$ cat src/rtl/pfc_pkg.sv
package pfc_pkg;
  typedef enum logic {ST_IDLE, ST_BUSY} seq_state_e;

  // exactly one of XON/XOFF: accepted; both together cancel
  function automatic logic pair_ok(input logic [1:0] p);
    return p[0] ^ p[1];
  endfunction
endpackage

$ cat src/rtl/pfc_rise.sv
module pfc_rise #(
  parameter int W = 2
) (
  input  logic         clk_i,
  input  logic         rst_ni,
  input  logic [W-1:0] d_i,
  output logic [W-1:0] rise_o
);
  logic [W-1:0] prev_q;

  always_ff @(posedge clk_i or negedge rst_ni)
    if (!rst_ni) prev_q <= '0;
    else         prev_q <= d_i;

  assign rise_o = d_i & ~prev_q;
endmodule

$ cat src/rtl/pfc_pend.sv
module pfc_pend
  import pfc_pkg::*;
#(
  parameter int PAIRS = 4,
  localparam int W = 2 * PAIRS
) (
  input  logic         clk_i,
  input  logic         rst_ni,
  input  logic [W-1:0] rise_i,
  input  logic         clr_i,
  output logic [W-1:0] pend_o
);
  logic [W-1:0] pend_q;

  for (genvar q = 0; q < PAIRS; q++) begin : g_pair
    logic [1:0] base;
    assign base = clr_i ? 2'b00 : pend_q[2*q +: 2];

    always_ff @(posedge clk_i or negedge rst_ni)
      if (!rst_ni)                     pend_q[2*q +: 2] <= 2'b00;
      else if (pair_ok(rise_i[2*q +: 2])) pend_q[2*q +: 2] <= rise_i[2*q +: 2];
      else                             pend_q[2*q +: 2] <= base;

    AST_PAIR_EXCL: assert property (@(posedge clk_i) disable iff (!rst_ni)
      !(pend_q[2*q] && pend_q[2*q+1]));
  end

  assign pend_o = pend_q;
endmodule

$ cat src/rtl/pfc_seq.sv
module pfc_seq
  import pfc_pkg::*;
(
  input  logic clk_i,
  input  logic rst_ni,
  input  logic any_pend_i,
  input  logic done_i,
  output logic launch_o,
  output logic busy_o,
  output logic ack_o,
  output logic send_o
);
  seq_state_e st_q;
  logic       send_q;

  assign busy_o   = (st_q == ST_BUSY);
  assign launch_o = (st_q == ST_IDLE) && any_pend_i;
  assign ack_o    = busy_o && done_i;

  always_ff @(posedge clk_i or negedge rst_ni)
    if (!rst_ni) begin
      st_q   <= ST_IDLE;
      send_q <= 1'b0;
    end else begin
      send_q <= launch_o;
      if (launch_o)   st_q <= ST_BUSY;
      else if (ack_o) st_q <= ST_IDLE;
    end

  assign send_o = send_q;

  AST_SEND_PULSE: assert property (@(posedge clk_i) disable iff (!rst_ni)
    send_o |=> !send_o);
endmodule

$ cat src/rtl/pfc_req_seq.sv
module pfc_req_seq #(
  parameter int N_QUEUES = 4,
  localparam int W = 2 * N_QUEUES
) (
  input  logic         clk_i,
  input  logic         rst_ni,
  input  logic [W-1:0] pfc_req_i,
  input  logic [1:0]   pause_pin_i,
  input  logic [1:0]   pause_reg_i,
  input  logic         done_i,
  output logic         send_o,
  output logic [W-1:0] send_vec_o,
  output logic [1:0]   send_pause_o,
  output logic         stat_valid_o,
  output logic [W-1:0] stat_vec_o,
  output logic [1:0]   stat_pause_o
);
  logic [W-1:0] rise_req, pend_q;
  logic [1:0]   rise_pin, rise_reg, pause_sel, pend_p;
  logic         launch, busy, ack;
  logic [W-1:0] frame_vec_q;
  logic [1:0]   frame_pause_q;

  pfc_rise #(.W(W)) u_rise_req (.clk_i, .rst_ni, .d_i(pfc_req_i),   .rise_o(rise_req));
  pfc_rise #(.W(2)) u_rise_pin (.clk_i, .rst_ni, .d_i(pause_pin_i), .rise_o(rise_pin));
  pfc_rise #(.W(2)) u_rise_reg (.clk_i, .rst_ni, .d_i(pause_reg_i), .rise_o(rise_reg));

  // register command wins over pin in the same cycle
  assign pause_sel = (|rise_reg) ? rise_reg : rise_pin;

  pfc_pend #(.PAIRS(N_QUEUES)) u_pend_q (
    .clk_i, .rst_ni, .rise_i(rise_req), .clr_i(launch), .pend_o(pend_q));
  pfc_pend #(.PAIRS(1)) u_pend_p (
    .clk_i, .rst_ni, .rise_i(pause_sel), .clr_i(launch), .pend_o(pend_p));

  pfc_seq u_seq (
    .clk_i, .rst_ni,
    .any_pend_i(|{pend_q, pend_p}),
    .done_i,
    .launch_o(launch), .busy_o(busy), .ack_o(ack), .send_o);

  always_ff @(posedge clk_i or negedge rst_ni)
    if (!rst_ni) begin
      frame_vec_q   <= '0;
      frame_pause_q <= '0;
    end else if (launch) begin
      frame_vec_q   <= pend_q;
      frame_pause_q <= pend_p;
    end

  assign send_vec_o   = frame_vec_q;
  assign send_pause_o = frame_pause_q;
  assign stat_valid_o = ack;
  assign stat_vec_o   = ack ? frame_vec_q   : '0;
  assign stat_pause_o = ack ? frame_pause_q : '0;

  AST_FRAME_STABLE: assert property (@(posedge clk_i) disable iff (!rst_ni)
    (busy && $past(busy)) |-> ($stable(frame_vec_q) && $stable(frame_pause_q)));
  AST_FRAME_NONEMPTY: assert property (@(posedge clk_i) disable iff (!rst_ni)
    send_o |-> (|{send_vec_o, send_pause_o}));
  AST_STAT_QUIET: assert property (@(posedge clk_i) disable iff (!rst_ni)
    !stat_valid_o |-> (stat_vec_o == '0 && stat_pause_o == '0));
endmodule

$ cat config.mk
export PLATFORM = sky130hd
export DESIGN_NAME = pfc_req_seq
export DESIGN_NICKNAME = d
export VERILOG_FILES = /design/src/rtl/pfc_pkg.sv /design/src/rtl/pfc_rise.sv /design/src/rtl/pfc_pend.sv /design/src/rtl/pfc_seq.sv /design/src/rtl/pfc_req_seq.sv
export SDC_FILE = /design/constraint.sdc
export NUM_CORES = 1
export LEC_CHECK = 0
export BUFFER_PORTS_ARGS = -buffer_cell sky130_fd_sc_hd__buf_2
export CORE_MARGIN = 4
export CORE_UTILIZATION = 53
export CTS_BUF_LIST = sky130_fd_sc_hd__clkbuf_16
export CTS_CLUSTER_DIAMETER = 80
export CTS_CLUSTER_SIZE = 28
export DETAILED_ROUTE_END_ITERATION = 10
export PLACE_DENSITY = 0.85
export SYNTH_ARGS = -nofsm -noshare
export SYNTH_HDL_FRONTEND = slang
export SYNTH_HIERARCHICAL = 1
export SYNTH_SLANG_ARGS = --single-unit
$ cat constraint.sdc
create_clock -name clk_i -period 1.6 [get_ports clk_i]
set_input_delay 0.08 -clock clk_i [delete_from_list [all_inputs] [get_ports clk_i]]
set_output_delay 0.08 -clock clk_i [all_outputs]
set_load 0.005 [all_outputs]
Word level (Yosys, flattened, before mapping)
Cells that the tools add are included.
W data, S select, Z words.
{"block": "word_totals", "regBits": 34, "inputBits": 15, "out_inout_bits": 22}
{"block": "op_classes", "muxes": 11, "bitwise_logic": 12, "reduce_logical": 10}
{"cell": "$mux W2", "count": 8}
{"cell": "$reduce_bool A2 Y1", "count": 6}
{"cell": "$reduce_or A10 Y1", "count": 1}
{"cell": "$and A8 B8 Y8", "count": 1}
{"cell": "$mux W8", "count": 1}
{"cell": "$not A8 Y8", "count": 1}
{"cell": "$xor A1 B1 Y1", "count": 5}
{"cell": "$and A2 B2 Y2", "count": 2}
{"cell": "$not A2 Y2", "count": 2}
{"cell": "$logic_and A1 B1 Y1", "count": 2}
{"cell": "$mux W1", "count": 2}
{"cell": "$reduce_or A2 Y1", "count": 1}
{"cell": "$not A1 Y1", "count": 1}

Logic depth before layout (Yosys ltp)
{"block": "logic_depth", "depth_word": 6, "mapped_depth": 7, "mapped_depth_nobuf": 7}

By module
Netlist, hierarchy kept.
{"mod": "pfc_req_seq", "n_inst": 1, "cells_each": 39, "area_per_inst_um2": 515.5}
{"mod": "pfc_pend at u_pend_q", "n_inst": 1, "cells_each": 36, "area_per_inst_um2": 505.5}
{"mod": "pfc_rise at u_rise_req", "n_inst": 1, "cells_each": 16, "area_per_inst_um2": 310.3}
{"mod": "pfc_rise at u_rise_pin ...", "n_inst": 2, "cells_each": 4, "area_per_inst_um2": 77.6}
{"mod": "pfc_pend at u_pend_p", "n_inst": 1, "cells_each": 9, "area_per_inst_um2": 126.4}
{"mod": "pfc_seq", "n_inst": 1, "cells_each": 6, "area_per_inst_um2": 76.3}

Worst setup path before layout
No wires, ideal clock.
{"block": "synth_path", "kind": "register to register", "from": "register u_pend_q.pend_q[1], in the netlist u_pend_q/pend_o[1]", "to": "register frame_pause_q[0], in the netlist send_pause_o[0]", "setup_time_ns": 0.125, "arrival_time_ns": 1.346, "t_required_ns": 1.475, "path_slack_ns": 0.129, "path_stages_with_launch": 6, "period_less_slack_ns": 1.471, "cell_sequence": "dfrtp_1 > nor4_1 > nand3_1 > nor2b_2 > buf_6 > mux2_4"}
{"block": "synth_via", "elab_chain_len": 2}
{"item": "from (decl)", "line": "pfc_pend.sv:13", "text": "logic [W-1:0] pend_q;"}
{"item": "from (signal, indexed assignment)", "line": "pfc_pend.sv:21", "text": "else if (pair_ok(rise_i[2*q +: 2])) pend_q[2*q +: 2] <= rise_i[2*q +: 2];"}
{"item": "from (signal, indexed assignment)", "line": "pfc_pend.sv:22", "text": "else pend_q[2*q +: 2] <= base;"}
{"item": "$reduce_or A10 Y1", "line": "pfc_req_seq.sv:38", "text": ".any_pend_i(|{pend_q, pend_p}),"}
{"item": "$logic_and A1 B1 Y1", "line": "pfc_seq.sv:17", "text": "assign launch_o = (st_q == ST_IDLE) && any_pend_i;"}
{"item": "named net launch", "line": "pfc_req_seq.sv:20", "text": "logic launch, busy, ack;"}
{"item": "to (signal assigned)", "line": "pfc_req_seq.sv:48", "text": "frame_pause_q <= pend_p;"}
{"item": "to (decl)", "line": "pfc_req_seq.sv:22", "text": "logic [1:0] frame_pause_q;"}
The timed path passes the listed nets, and every way through them passes these cells.
A chain may end at the register's enable or synchronous reset.

Worst setup path in the final report
{"block": "layout_path", "from": "register u_pend_q.pend_q[1], in the netlist u_pend_q/pend_o[1]", "to": "register u_pend_p.pend_q[0], in the netlist u_pend_p/pend_o[0]"}
{"block": "layout_via", "elab_chain_len": 3}
{"item": "$reduce_or A10 Y1", "line": "pfc_req_seq.sv:38"}
{"item": "$logic_and A1 B1 Y1", "line": "pfc_seq.sv:17"}
{"item": "named net launch", "line": "pfc_req_seq.sv:20"}
{"item": "$reduce_bool A2 Y1 (no source line)"}
{"item": "to (signal, indexed assignment)", "line": "pfc_pend.sv:21"}
{"item": "to (signal, indexed assignment)", "line": "pfc_pend.sv:22"}
{"item": "to (decl)", "line": "pfc_pend.sv:13"}
The timed path passes the listed nets, and every way through them passes these cells.

==> metrics.md <==
| Metric | Value |
|---|---|
| Status | finished, final reports clean |
| Register area | roughly 850 um2 |
| Worst clock skew | 0.003968 ns |
| Crit path kind | reg -> reg |
| Die footprint | 4154 um2 |
| Clock buffer depth | 2 |
| Ant. Diodes | 0 |
| Final Util | 0.7648 |
| Worst-Margin Slew | 0.7500 ns |
| DR WL/cell | 15.09 um |
| Worst-path maximum fanout | 10 |
| Top cells by area, synth | dfrtp_1 50%, mux2_4 18%, nor2b_4 9.8% |
| 1st-pass router iterations | 4 |
| Tmin final | approximately 1.6 ns |
| Worst setup SP type | flip-flop |
| Height of the die | around 64 um |
| Largest net degree at the start of global routing | 35 |
| Synth Instances | about 110 |
| Final net count | between 200 and 250 |
| Area leader, netlist | dfrtp_1 |
| IO buf count | 36 |
| Part of the cycle the worst path needs | 0.9993 |
| Fmax | ~0.63 GHz |
| Root buf cell | clkbuf_16 |
| GRT Overall Usage | 0.1891 |
| Crit path cell chain | nor4_4 > nand3_1 > nor2b_4 > nand2b_4 > mux2_4 |
| Drt first-iter violations | 29 |
| Warnings, synthesis | 6 |
| Row count | 20 |
| Clock sinks | 34 |
| Die width | about 64 um |
| Global-route wire length before repair | a little under 6000 um |
| RSZ-0062 raised after global routing | yes |
| Average size of a mapped cell | 14.82 um2 |
| Cell area after synthesis | 1689 um2 |
| Number of synthesized register bits | 34 |
| Synth cell types | 14 |
| Area grow syn2layout | 38.22% |
| DP Cell Count | roughly 210 |
| Via density | around 4.6 |
| Final wirelength | about 3400 um |
| Fillers | 181 |
| CTS Buf Count | 5 |
| RD Place Congestion | about 0.72 |
| Max-Cap Viols | 0 |
| Pleak | 1.267 nW |
| Max IR drop VDD | 807.5 uV |
| Layout cells sized above 1 | 0.5355 |
| Core area | 3053 um2 |
| Worst-path clk slew | 0.05 ns |
| H-tree depth | 2 |
| Worst path slowest cell | dfrtp_1 |
| CP top delay family | simple AND/OR/NAND/NOR gates |
| CP arrival | between 1.5 and 2 ns |
| Multi-input gate area | between 800 and 900 um2 |
| Routed Antenna Nets | 0 |
| DRC viols | 0 |
| CTS tree | built |
| Ports | 37 |
| Worst Path Buf+Inv | 0 |
| Crit end category | flip-flop |
| Clk Latency, worst-skew pair | around 0.28 ns |
| Via count | between 1000 and 1500 |
| Syn nets | around 140 |
| DP HPWL | about 2300 um |
| Leading cell type in the layout, fill and taps excluded | buf_2 |
| Setup Viol. Count Final | 0 |
| PD cells | between 1000 and 1500 nW/um2 |
| Final Non-Filler Cells | between 200 and 250 |
| Final Hold Vio Count | 0 |
| Antenna violations before repair | 0 |
| Number of global-route vias before repair | ~1200 |
| Most frequent cells in the layout | 36 x buf_2, 34 x dfrtp_1, 20 x mux2_4 |
| Worst Hold Class | in -> reg |
| Required @ worst endpoint | 1.76 ns |
| Final Slew Violations | 0 |
| Grt total ovfl | 0 |
| Seq/Total Area, Yosys | 0.5037 |
| Worst path max stage delay | between 0.4 and 0.5 ns |
| Yosys top cell area share | 0.5037 |
| Relative slew slack | 0.5000 |
| Initial Util | 0.5533 |
## sequential cells by signal (all words and copies together) (netlist names)
signal and flops:
send_vec_o 8, u_pend_q/pend_o 8, u_rise_req/prev_q 8, send_pause_o 2, u_pend_p/pend_o 2, u_rise_pin/prev_q 2
u_rise_reg/prev_q 2, u_seq/busy_o 1, u_seq/send_o 1
## report_power, final
part / switching [W] / internal (W)
Combinational: 0.000480 / 0.000883
Clock: 0.000330 / 0.000560
Sequential: 0.000162 / 0.00106
## cell families after synthesis
| group | synth area share |
|---|---|
| AOI/OAI and AO/OA | 0.01185 |
| adders and majority gates | 0.07407 |
| buffers and inverters | 0.03556 |
| DFF | 0.5037 |
| muxes | 0.1778 |
| and+or+nand+nor | 0.1970 |
## stage by stage
| step | TNS (ns) | hold slack (ns) | power (W) | worst slack, ns | area, um2 |
|---|---|---|---|---|---|
| 2_1_floorplan | 0 | -0.2156 | 0.001988 | 0.1292 | 1689 |
| 3_3_place_gp | -0.3470 | 0.1694 | 0.002393 | -0.02991 | 2016 |
| 3_5_place_dp | -2.354 | 0.1984 | 0.002458 | -0.1500 | 2016 |
| 4_1_cts | -0.06091 | 0.1292 | 0.003451 | -0.01651 | 2300 |
| 5_1_grt | -0.9118 | 0.1297 | 0.003664 | -0.07120 | 2335 |
| 6_report | 0 | 0.1327 | 0.003475 | 0.001138 | 2335 |
## worst reg2reg max path, stage by stage (launching register included)
cell	delay, ns
dfrtp_1	0.41
nor4_4	0.30
nand3_1	0.12
nor2b_4	0.18
nand2b_4	0.17
mux2_4	0.30
## metal layers
layer	routed length [um]	share of wire	up-vias	GRT usage
met3	151	0.044	10	0.05026
met4	101	0.029	0	0.1029
li1	-	-	502	-
met5	0	0	-	0
met1	1441	0.42	501	0.2177
met2	1731	0.51	28	0.3196
## what timing repair did
action	4_1_cts	5_1_grt
pin swaps	1	1
endpoints found under the hold margin	46	0
endpoints found under the setup margin	19	19
hold buffers	13	0
gates resized for setup	3	3
buffers inserted	1	1
## final cells by class
type / count / area share
Inverter: 13 / 0.02090
Tap cell: 44 / 0.02358
Timing Repair Buffer: 63 / 0.1833
Multi-Input combinational cell: 66 / 0.3499
Clock inverter: 2 / 0.004287
Clock buffer: 5 / 0.05359
Sequential cell: 34 / 0.3644
## synth_stat cells
cell type,n
a21o_1,2
and2_1,11
buf_6,1
dfrtp_1,34
ha_1,10
inv_1,13
mux2_4,20
nand2b_4,5
nand3_1,1
nor2_1,1
nor2b_2,1
nor2b_4,12
nor4_1,2
o21ai_0,1
## path summary, 6_finish.rpt
check                                   start              endpoint  slack [ns]  cells past startpoint
max                        u_pend_q/pend_o[1]    u_pend_p/pend_o[0]       0.001                      5
min                                    done_i          u_seq/busy_o        0.13                      3
max reg2reg                u_pend_q/pend_o[1]    u_pend_p/pend_o[0]       0.001                      5
min reg2reg                     send_vec_o[6]         send_vec_o[6]        0.53                      1
max in group asynchronous              rst_ni  u_rise_reg/prev_q[1]        0.72                      2
min in group asynchronous              rst_ni         send_vec_o[6]        0.41                      2
No activity file was read; power rests on OpenSTA's default activity.
